## src/rtl/firedec_pkg.sv

```systemverilog
// Package: shared constants, helper functions and the controller state
// type for the Fire-code decoder. Assumes burst length and primitive
// degree are small enough that the generator fits in 64 bits.
package firedec_pkg;

    // Greatest common divisor, evaluated at elaboration time.
    function automatic int gcd_f(input int a, input int b);
        int x;
        int y;
        int t;
        x = a;
        y = b;
        while (y != 0) begin
            t = x % y;
            x = y;
            y = t;
        end
        return x;
    endfunction

    // Least common multiple; gives the code length from the two periods.
    function automatic int lcm_f(input int a, input int b);
        return (a / gcd_f(a, b)) * b;
    endfunction

    // Generator = (X^rep + 1) * prim(X) over GF(2).
    function automatic logic [63:0] gen_poly_f(input int rep, input logic [31:0] prim,
                                               input int pdeg);
        logic [63:0] g;
        g = '0;
        for (int i = 0; i <= pdeg; i++) begin
            if (prim[i]) begin
                g[i]       = ~g[i];
                g[i + rep] = ~g[i + rep];
            end
        end
        return g;
    endfunction

    // Controller phases: taking bits, rotating the syndrome, releasing.
    typedef enum logic [1:0] {
        ST_RECV   = 2'd0,
        ST_SEARCH = 2'd1,
        ST_OUT    = 2'd2
    } dec_state_t;

endpackage

```

## src/rtl/fire_syndrome_reg.sv

```systemverilog
// Syndrome register: an NPAR-stage divider by the generator polynomial.
// In load mode a received bit enters at stage 0, so after all bits the
// register holds r(X) mod g(X). In rotate mode it multiplies the content
// by X modulo g(X). Assumes load and rotate are never requested together
// (load takes priority).
module fire_syndrome_reg #(
    parameter int              NPAR = 11,
    parameter logic [NPAR:0]   GEN  = 12'h993
) (
    input  logic            clk,
    input  logic            rst_n,
    input  logic            clear,
    input  logic            load_en,
    input  logic            load_bit,
    input  logic            rot_en,
    output logic [NPAR-1:0] syn
);

    localparam logic [NPAR-1:0] FB_TAPS = GEN[NPAR-1:0];

    logic [NPAR-1:0] fb_mask;

    // Feedback term: generator taps when the top stage overflows.
    always_comb begin
        fb_mask = syn[NPAR-1] ? FB_TAPS : '0;
    end

    // Division step on load, multiply-by-X step on rotate.
    always_ff @(posedge clk) begin
        if (!rst_n) begin
            syn <= '0;
        end else if (clear) begin
            syn <= '0;
        end else if (load_en) begin
            syn <= {syn[NPAR-2:0], load_bit} ^ fb_mask;
        end else if (rot_en) begin
            syn <= {syn[NPAR-2:0], 1'b0} ^ fb_mask;
        end
    end

endmodule

```

## src/rtl/fire_trap_detect.sv

```systemverilog
// Trap detector and correction-mask builder. A trap is an empty upper
// part (stages BURST..NPAR-1) with a nonzero lower part. The correction
// mask is the lower part rotated right by the rotation count, which
// places pattern bit k at word position (k - count) mod NLEN.
// Assumes shift_cnt < NLEN.
module fire_trap_detect #(
    parameter int NPAR  = 11,
    parameter int BURST = 4,
    parameter int NLEN  = 105,
    parameter int CW    = 7
) (
    input  logic [NPAR-1:0] syn,
    input  logic [CW-1:0]   shift_cnt,
    output logic            syn_zero,
    output logic            syn_trapped,
    output logic [NLEN-1:0] fix_mask
);

    logic [NLEN-1:0] pat_w;

    // Classify the syndrome.
    always_comb begin
        syn_zero    = (syn == '0);
        syn_trapped = (syn[NPAR-1:BURST] == '0) && (syn[BURST-1:0] != '0);
    end

    // Rotate the trapped pattern back to its place in the word.
    always_comb begin
        pat_w    = NLEN'(syn[BURST-1:0]);
        fix_mask = (pat_w >> shift_cnt) | (pat_w << (NLEN - int'(shift_cnt)));
    end

endmodule

```

## src/rtl/fire_dec_ctrl.sv

```systemverilog
// Decoder sequencer. It counts NLEN accepted bits, then up to NLEN
// syndrome checks (count 0..NLEN-1), then spends one cycle in the
// release phase. The verdict strobes fire in the last search cycle.
// Assumes syn_zero and syn_trapped reflect the current syndrome.
module fire_dec_ctrl
    import firedec_pkg::*;
#(
    parameter int NLEN = 105,
    parameter int CW   = 7
) (
    input  logic          clk,
    input  logic          rst_n,
    input  logic          in_valid,
    input  logic          syn_zero,
    input  logic          syn_trapped,
    output logic          take_bit,
    output logic          rot_en,
    output logic          syn_clear,
    output logic          clean_en,
    output logic          fix_en,
    output logic          fail_en,
    output logic          done,
    output logic [CW-1:0] shift_cnt
);

    localparam logic [CW-1:0] LAST = CW'(NLEN - 1);

    dec_state_t   state;
    logic [CW-1:0] cnt;
    logic          in_search;
    logic          at_last;

    assign shift_cnt = cnt;

    // Per-cycle strobes decoded from the phase and the syndrome class.
    always_comb begin
        in_search = (state == ST_SEARCH);
        at_last   = (cnt == LAST);
        take_bit  = (state == ST_RECV) && in_valid;
        clean_en  = in_search && syn_zero;
        fix_en    = in_search && syn_trapped;
        fail_en   = in_search && !syn_zero && !syn_trapped && at_last;
        rot_en    = in_search && !syn_zero && !syn_trapped && !at_last;
        syn_clear = (state == ST_OUT);
        done      = (state == ST_OUT);
    end

    // Phase and bit/rotation counter.
    always_ff @(posedge clk) begin
        if (!rst_n) begin
            state <= ST_RECV;
            cnt   <= '0;
        end else begin
            case (state)
                ST_RECV: begin
                    if (in_valid) begin
                        if (at_last) begin
                            cnt   <= '0;
                            state <= ST_SEARCH;
                        end else begin
                            cnt <= cnt + 1'b1;
                        end
                    end
                end
                ST_SEARCH: begin
                    if (syn_zero || syn_trapped || at_last) begin
                        cnt   <= '0;
                        state <= ST_OUT;
                    end else begin
                        cnt <= cnt + 1'b1;
                    end
                end
                ST_OUT:  state <= ST_RECV;
                default: state <= ST_RECV;
            endcase
        end
    end

endmodule

```

## src/rtl/fire_trap_decoder.sv

```systemverilog
// Top: serial Fire-code decoder with whole-burst error trapping.
// Bits arrive highest-order coefficient first. The code is fixed by the
// burst length and a primitive polynomial. Assumes the caller waits for
// `done` before streaming the next word.
module fire_trap_decoder
    import firedec_pkg::*;
#(
    parameter  int                BURST_LEN = 4,
    parameter  int                PRIM_DEG  = 4,
    parameter  logic [PRIM_DEG:0] PRIM_POLY = 5'b10011,
    localparam int                REP_LEN   = 2 * BURST_LEN - 1,
    localparam int                NPAR      = REP_LEN + PRIM_DEG,
    localparam int                NLEN      = lcm_f(REP_LEN, (1 << PRIM_DEG) - 1),
    localparam int                CW        = $clog2(NLEN + 1)
) (
    input  logic            clk,
    input  logic            rst_n,
    input  logic            in_valid,
    input  logic            in_bit,
    output logic            done,
    output logic [NLEN-1:0] word_out,
    output logic            corrected,
    output logic            uncorrectable
);

    localparam logic [NPAR:0] GEN = (NPAR + 1)'(gen_poly_f(REP_LEN, 32'(PRIM_POLY), PRIM_DEG));

    logic            take_bit;
    logic            rot_en;
    logic            syn_clear;
    logic            clean_en;
    logic            fix_en;
    logic            fail_en;
    logic [CW-1:0]   shift_cnt;
    logic [NPAR-1:0] syn;
    logic            syn_zero;
    logic            syn_trapped;
    logic [NLEN-1:0] fix_mask;

    fire_dec_ctrl #(
        .NLEN (NLEN),
        .CW   (CW)
    ) u_ctrl (
        .clk         (clk),
        .rst_n       (rst_n),
        .in_valid    (in_valid),
        .syn_zero    (syn_zero),
        .syn_trapped (syn_trapped),
        .take_bit    (take_bit),
        .rot_en      (rot_en),
        .syn_clear   (syn_clear),
        .clean_en    (clean_en),
        .fix_en      (fix_en),
        .fail_en     (fail_en),
        .done        (done),
        .shift_cnt   (shift_cnt)
    );

    fire_syndrome_reg #(
        .NPAR (NPAR),
        .GEN  (GEN)
    ) u_syn (
        .clk      (clk),
        .rst_n    (rst_n),
        .clear    (syn_clear),
        .load_en  (take_bit),
        .load_bit (in_bit),
        .rot_en   (rot_en),
        .syn      (syn)
    );

    fire_trap_detect #(
        .NPAR  (NPAR),
        .BURST (BURST_LEN),
        .NLEN  (NLEN),
        .CW    (CW)
    ) u_trap (
        .syn         (syn),
        .shift_cnt   (shift_cnt),
        .syn_zero    (syn_zero),
        .syn_trapped (syn_trapped),
        .fix_mask    (fix_mask)
    );

    // Word buffer: shift in received bits, fold in the burst on a trap.
    always_ff @(posedge clk) begin
        if (!rst_n) begin
            word_out <= '0;
        end else if (take_bit) begin
            word_out <= {word_out[NLEN-2:0], in_bit};
        end else if (fix_en) begin
            word_out <= word_out ^ fix_mask;
        end
    end

    // Verdict flags, updated once per word at the end of the search.
    always_ff @(posedge clk) begin
        if (!rst_n) begin
            corrected     <= 1'b0;
            uncorrectable <= 1'b0;
        end else if (clean_en) begin
            corrected     <= 1'b0;
            uncorrectable <= 1'b0;
        end else if (fix_en) begin
            corrected     <= 1'b1;
            uncorrectable <= 1'b0;
        end else if (fail_en) begin
            corrected     <= 1'b0;
            uncorrectable <= 1'b1;
        end
    end

endmodule

```

## config.mk

```make
export PLATFORM = sky130hd
export DESIGN_NAME = fire_trap_decoder
export DESIGN_NICKNAME = d
export VERILOG_FILES = /design/src/rtl/firedec_pkg.sv /design/src/rtl/fire_syndrome_reg.sv /design/src/rtl/fire_trap_detect.sv /design/src/rtl/fire_dec_ctrl.sv /design/src/rtl/fire_trap_decoder.sv
export SDC_FILE = /design/constraint.sdc
export NUM_CORES = 1
export LEC_CHECK = 0
export ABC_AREA = 1
export ABC_CLOCK_PERIOD_IN_PS = 3100
export BUFFER_PORTS_ARGS = -buffer_cell sky130_fd_sc_hd__buf_2
export CORE_AREA = 4 4 133 135
export CTS_BUF_LIST = sky130_fd_sc_hd__clkbuf_4 sky130_fd_sc_hd__clkbuf_8
export CTS_CLUSTER_SIZE = 16
export DETAILED_ROUTE_END_ITERATION = 10
export DIE_AREA = 0 0 137 139
export HOLD_SLACK_MARGIN = 0.02
export PLACE_DENSITY = 0.76
export SLEW_MARGIN = 40
export SYNTH_ARGS = -nofsm -noshare
export SYNTH_HDL_FRONTEND = slang
export SYNTH_HIERARCHICAL = 1
export SYNTH_SLANG_ARGS = --single-unit
```

## constraint.sdc

```tcl
create_clock -name clk -period 3.1 [get_ports clk]
set_input_delay 0.465 -clock clk [delete_from_list [all_inputs] [get_ports clk]]
set_output_delay 0.465 -clock clk [all_outputs]
set_load 0.005 [all_outputs]
```

==> flow_summary.toml, run 1 <==
[status]
status = "completed"

[synth]
postSynthCellCount = 1576
synth_edf_count = 0
synth-seq-cells = 127
yosys_warnings = 6
synth.net_count = 1583
synth_area_sq_mm = 0.008967
synth_cell_types = 38
ys_seq_area_share_pct = 28.35
synth.avg_cell_area_sq_um = 5.690
synthArstFlopShare_pct = 0
synth_ff_type = "dfxtp_1"

[global_route]
grt_pass1_vias = 8502
grt_max_degree = 112
track_usage_pct = 26.42
antenna_found_initial = 0
gr-total-overflow = 0
grt_pass1_wl_mm = 41.32

[cts]
cts_root_buf = "clkbuf_8"
htreeDepth = 4
cts_buffers = 17
clockBufferDepth = 2
clock_latency_ns = 0.45
clkTransAtPathRegs_ns = 0.08
cts_setup_buffers = 0
tritoncts = "built"
clock_sinks = 127
postCtsHoldBufs = 0

[sta]
slew_headroom_pct = 58.84
finalCriticalPeriod_ns = 2.815
tns_ns = 0
hold_viol_final = 0
fin_skew_ns = 0.007760
drv_slew = 0
finalSetupViolations = 0
worst_slew_pin_slew_ns = 0.6110
rsz0062_at_grt = "no"
min_period_over_period_pct = 90.81
max_freq_ghz = 0.3552

[final_layout]
final_cell_area_sq_mm = 0.01003
synthToLayoutAreaGrowth_pct = 11.90
layout_commonest_cell = "nand2_1"
nets = 1657
final_cell_mix = "419 x nand2_1, 354 x inv_1, 212 x a21oi_1"
layout-drive-gt1-share_pct = 13.05
antenna_cells = 0

[hold_path]
min-delay-path-class = "input port to register"

[flow_run]
maxCapViolCount = 0

[power_and_ir_drop]
power_density_mw_per_mm2 = 357.3
peakVddDrop_mv = 0.2308
leakagePower_nw = 5.041

[setup_path]
critPathMaxFanout = 15
worstPathArrival_ns = 3.20
path_buf_inv = 3
slowest_stage = "dfxtp_1"
crit_required_ns = 3.49
worstSetupPathType = "register to register"
crit_path_frequent_cell = "nand2_1"
start_kind = "register"
worstPathCellList = "clkinv_1 -> ha_1 -> inv_2 -> nand2_1 -> nand2_1 -> nand3_2 -> nand2_1 -> nor2_2 -> nand3_1 -> o21ai_1 -> nand3_1 -> nor2_1 -> inv_1 -> nand2_1 -> nand3_1 -> a21oi_1"
max_stage_delay_ns = 0.35
crit_family = "simple AND/OR/NAND/NOR gates"
end_kind = "register"

[die]
core_area_sq_mm = 0.01647
die_x_um = 137
io_pins = 112
rows = 47
initial_core_util_pct = 54.46
die_area_sq_mm = 0.01904
dieHeight_um = 139

[placement]
numPortBuffers = 111
place_area_sq_mm = 0.009583
hpwl_mm = 17.37
gp_congestion = 0.9355

[route]
postRouteAntennaNets = 0
drt_iter0_markers = 981
vias = 9688
routed_wl_mm = 25.36
viasPerCell = 5.145
post_drt_wl_per_cell_um = 13.47
drcViolationCount = 0
drtPass1Iterations = 7
==> tightest hold or removal path, stage by stage <==
cell and delay [ns]:
buf_2 0.10, nand3_1 0.07, nand2_1 0.06, a21oi_1 0.05
==> cell type report <==
class                      instances  area (sq um)
inverter                         363          1363
timing repair buffer             128         757.0
clock inverter                    10         132.6
clock buffer                      22         302.8
fill                            1660          6431
multi-input combinational       1013          4662
sequential                       127          2542
tap                              220         275.3
==> report_power, final <==
part | internal (mW) | switching (mW) | leakage [nW] | total (mW)
clock | 0.897 | 0.689 | 0.217 | 1.59
combinational | 0.0867 | 0.245 | 3.80 | 0.331
sequential | 1.65 | 0.0216 | 1.03 | 1.67
==> metal layers <==
metal  GRT usage [%]  part of all wire (%)
met1           36.44                    45
met2           40.33                    45
met3           6.096                   7.7
met4           9.349                   2.4
met5               0                     0
==> synth_stat cells, types with 2 or more instances <==
master | number | area share [%]
nor3_1 | 25 | 1.4
nand3_2 | 2 | 0.22
nand2_1 | 419 | 18
xor2_1 | 3 | 0.29
inv_1 | 354 | 15
nor3_2 | 2 | 0.22
buf_6 | 10 | 1.3
buf_2 | 26 | 1.5
nand3_1 | 148 | 8.3
nand2_2 | 4 | 0.28
clkinv_1 | 2 | 0.084
inv_2 | 7 | 0.29
clkbuf_1 | 29 | 1.2
dfxtp_1 | 127 | 28
nand2_4 | 2 | 0.25
a21oi_1 | 212 | 12
nor2_2 | 13 | 0.91
buf_1 | 3 | 0.13
nor2_4 | 4 | 0.50
o21ai_0 | 10 | 0.56
a21oi_2 | 4 | 0.39
nor4_1 | 3 | 0.21
o21ai_1 | 2 | 0.11
nor2_1 | 119 | 5.0
ha_1 | 3 | 0.42
o21ai_2 | 10 | 0.98
nand4_1 | 19 | 1.3
buf_4 | 4 | 0.33
==> metrics by stage <==
step | hold slack (ns) | cells | util (%) | total power [mW] | worst slack (ns)
floorplan | 0.4842 | 1576 | - | 1.943 | 0.7575
detailed placement | 0.4940 | 1850 | 58.20 | 2.030 | 0.3107
CTS | 0.3086 | 1882 | 60.84 | 3.605 | 0.2872
finish | 0.3331 | 1883 | 60.94 | 3.585 | 0.2848
global placement | 0.4859 | 1849 | 58.02 | 2.025 | 0.3501
global route | 0.3479 | 1883 | 60.94 | 3.722 | 0.02652
==> registers in the layout, summed over array words and instances, names as in the netlist <==
register,flops
word_out,105
u_syn/syn,11
u_ctrl/shift_cnt,7
u_ctrl/state,2
corrected,1
uncorrectable,1
==> kinds of logic after synthesis <==
family	after synthesis	share of synthesized area (%)
AO/OA/AOI/OAI	240	14.06
XOR/XNOR	6	0.9629
adder cells (fa/ha/maj)	3	0.4186
buffers and inverters	436	19.80
AND/OR/NAND/NOR	764	36.40
flip-flops	127	28.35
==> repair_timing <==
action                     CTS  global route
resized for setup            0             1
hold endpoints to repair     0             0
setup endpoints to repair    0             1
==> worst paths after layout <==
kind | slack, ns | endpoint | cells past startpoint | startpoint
worst max-delay path | 0.28 | word_out[25] | 16 | u_ctrl/shift_cnt[1]
worst min-delay path | 0.33 | u_syn/syn[0] | 4 | in_bit
worst max register to register | 0.28 | word_out[25] | 16 | u_ctrl/shift_cnt[1]
worst min register to register | 0.50 | corrected | 2 | corrected
No activity file was read; power rests on OpenSTA's default activity.
==> run 2, diff against run 1 <==
--- a/config.mk
+++ b/config.mk
@@ -8,13 +8,14 @@
 export ABC_AREA = 1
 export ABC_CLOCK_PERIOD_IN_PS = 3100
 export BUFFER_PORTS_ARGS = -buffer_cell sky130_fd_sc_hd__buf_2
-export CORE_AREA = 4 4 133 135
+export CORE_AREA = 4 4 166 168
 export CTS_BUF_LIST = sky130_fd_sc_hd__clkbuf_4 sky130_fd_sc_hd__clkbuf_8
 export CTS_CLUSTER_SIZE = 16
 export DETAILED_ROUTE_END_ITERATION = 10
-export DIE_AREA = 0 0 137 139
+export DIE_AREA = 0 0 170 172
+export GPL_TIMING_DRIVEN = 0
 export HOLD_SLACK_MARGIN = 0.02
-export PLACE_DENSITY = 0.76
+export PLACE_DENSITY = 0.53
 export SLEW_MARGIN = 40
 export SYNTH_ARGS = -nofsm -noshare
 export SYNTH_HDL_FRONTEND = slang
==> flow_summary.toml, run 2 (synthesis gave the netlist of run 1 again) <==
[power_and_ir_drop]
switching_power_mw = 1.019
pwr-share-clk_pct = 42.6
leakagePower_nw = 5.213
comb_power_share_pct = 10.4
p_total_mw = 3.546
sequentialPowerShare_pct = 47.0
switching_share_pct = 28.72
power_density_mw_per_mm2 = 338.8
peakVddDrop_mv = 0.1764
p_int_mw = 2.528

[sta]
max_freq_ghz = 0.3510
whs_ns = 0.3235
tns_ns = 0
fin_ws_ns = 0.2508
finalCriticalPeriod_ns = 2.849
worst_slew_pin_slew_ns = 0.7117
min_period_over_period_pct = 91.91
rsz0062_at_grt = "no"
finalSetupViolations = 0
fin_skew_ns = 0.02001
slew_headroom_pct = 52.55
hold_viol_final = 0
drv_slew = 0

[global_route]
grt_pass1_wl_mm = 47.19
track_usage_pct = 20.25
gr-total-overflow = 0
antenna_found_initial = 0
grt_max_degree = 17
grt_pass1_vias = 8706

[setup_path]
end_kind = "register"
worstSetupPathType = "register to register"
start_kind = "register"
slowest_stage = "dfxtp_1"
critPathMaxFanout = 9
crit_family = "simple AND/OR/NAND/NOR gates"
crit_required_ns = 3.49
max_stage_delay_ns = 0.35
crit_path_frequent_cell = "nand2_1"
path_buf_inv = 4
worstPathArrival_ns = 3.24
worstPathCellList = "buf_6 -> clkinvlp_4 -> ha_2 -> inv_2 -> nand2_1 -> nand2_1 -> nand3_2 -> nand2_1 -> o21ai_2 -> nand3_1 -> nor2_1 -> nand2_1 -> nor2_1 -> inv_1 -> nand2_1 -> nand3_1 -> a21oi_1"

[placement]
gp_congestion = 0.9753
numPortBuffers = 111
dpl.cell_count = 2022
place_area_sq_mm = 0.009947
hpwl_mm = 22.02
post-place-ws_ns = -0.1605

[final_layout]
top_register = "word_out"
layout-drive-gt1-share_pct = 15.21
layout_commonest_cell = "nand2_1"
antenna_cells = 0
final_cell_area_sq_mm = 0.01047
final_cells = 2058
largest_reg_flops = 105
synthToLayoutAreaGrowth_pct = 16.74
post-route-util_pct = 40.40
final_cell_mix = "419 x nand2_1, 354 x inv_1, 212 x a21oi_1"
nets = 1718

[cts]
htreeDepth = 4
clock_sinks = 127
clockBufferDepth = 2
tritoncts = "built"
clock_latency_ns = 0.46
clkTransAtPathRegs_ns = 0.08
cts_root_buf = "clkbuf_8"
cts_buffers = 17

[hold_path]
min-delay-path-class = "input port to register"

[route]
routed_wl_mm = 29.64
postRouteAntennaNets = 0
drcViolationCount = 0
drt_iter0_markers = 649
viasPerCell = 4.778
drtPass1Iterations = 5
vias = 9834
post_drt_wl_per_cell_um = 14.40

[die]
dieHeight_um = 172
die_x_um = 170
rows = 59
die_area_sq_mm = 0.02924
core_area_sq_mm = 0.02591
io_pins = 112
initial_core_util_pct = 34.61

[flow_run]
maxCapViolCount = 0

[status]
status = "completed"
run 2: cell count changes in the layout (fill, tap and decap cells not counted), sizes merged:
cell	before	now
clkinv	5	7
bufinv	3	2
clkbuf	22	51
inv	362	361
buf	128	159
run 2: metal layers:
layer / global-route usage, % / wire, um / part of all wire, %
met2: 31.69 / 13070 / 44
met1: 28.03 / 14250 / 48
met4: 6.979 / 739 / 2.5
met3: 3.932 / 1582 / 5.3
met5: 0 / 0 / 0
run 2: path summary, 6_finish.rpt:
check / to / slack (ns) / startpoint / cells after the start
hold / removal: word_out[95] / 0.32 / rst_n / 3
setup / recovery: word_out[71] / 0.25 / u_ctrl/shift_cnt[1] / 17
hold reg to reg: u_syn/syn[5] / 0.52 / u_syn/syn[4] / 2
setup reg to reg: word_out[71] / 0.25 / u_ctrl/shift_cnt[1] / 17
run 2: power groups by stage:
stage | Sequential [mW] | Clock [mW] | Combinational, mW
2_1_floorplan | 1.70 | 0 | 0.242
3_3_place_gp | 1.71 | 0 | 0.345
3_5_place_dp | 1.71 | 0 | 0.345
4_1_cts | 1.67 | 1.56 | 0.348
5_1_grt | 1.67 | 1.62 | 0.407
6_report | 1.67 | 1.51 | 0.369
run 2: worst reg2reg max path: cells and delay by family (launching register included):
family | cells | cell delay [ns]
flops | 1 | 0.35
compound gates | 2 | 0.38
buf+inv | 4 | 0.40
fa+ha+maj | 1 | 0.26
simple gates | 10 | 1.40
run 2: layout make-up:
| class | count | area (sq um) |
|---|---|---|
| fillers | 2923 | 15440 |
| multi-input cells | 1013 | 4730 |
| flip-flops and latches | 127 | 2542 |
| inverters | 363 | 1366 |
| repair buffers | 116 | 593.1 |
| plain buffers | 73 | 422.9 |
| well taps | 335 | 419.2 |
| clock buffers | 21 | 282.8 |
| clock inverters | 10 | 112.6 |
run 2: what timing repair did:
action / 4_1_cts / 5_1_grt
hold buffers: 0 / 0
endpoints found under the setup margin: 10 / 63
buffers inserted: 0 / 5
pin swaps: 0 / 3
gates resized for setup: 5 / 25
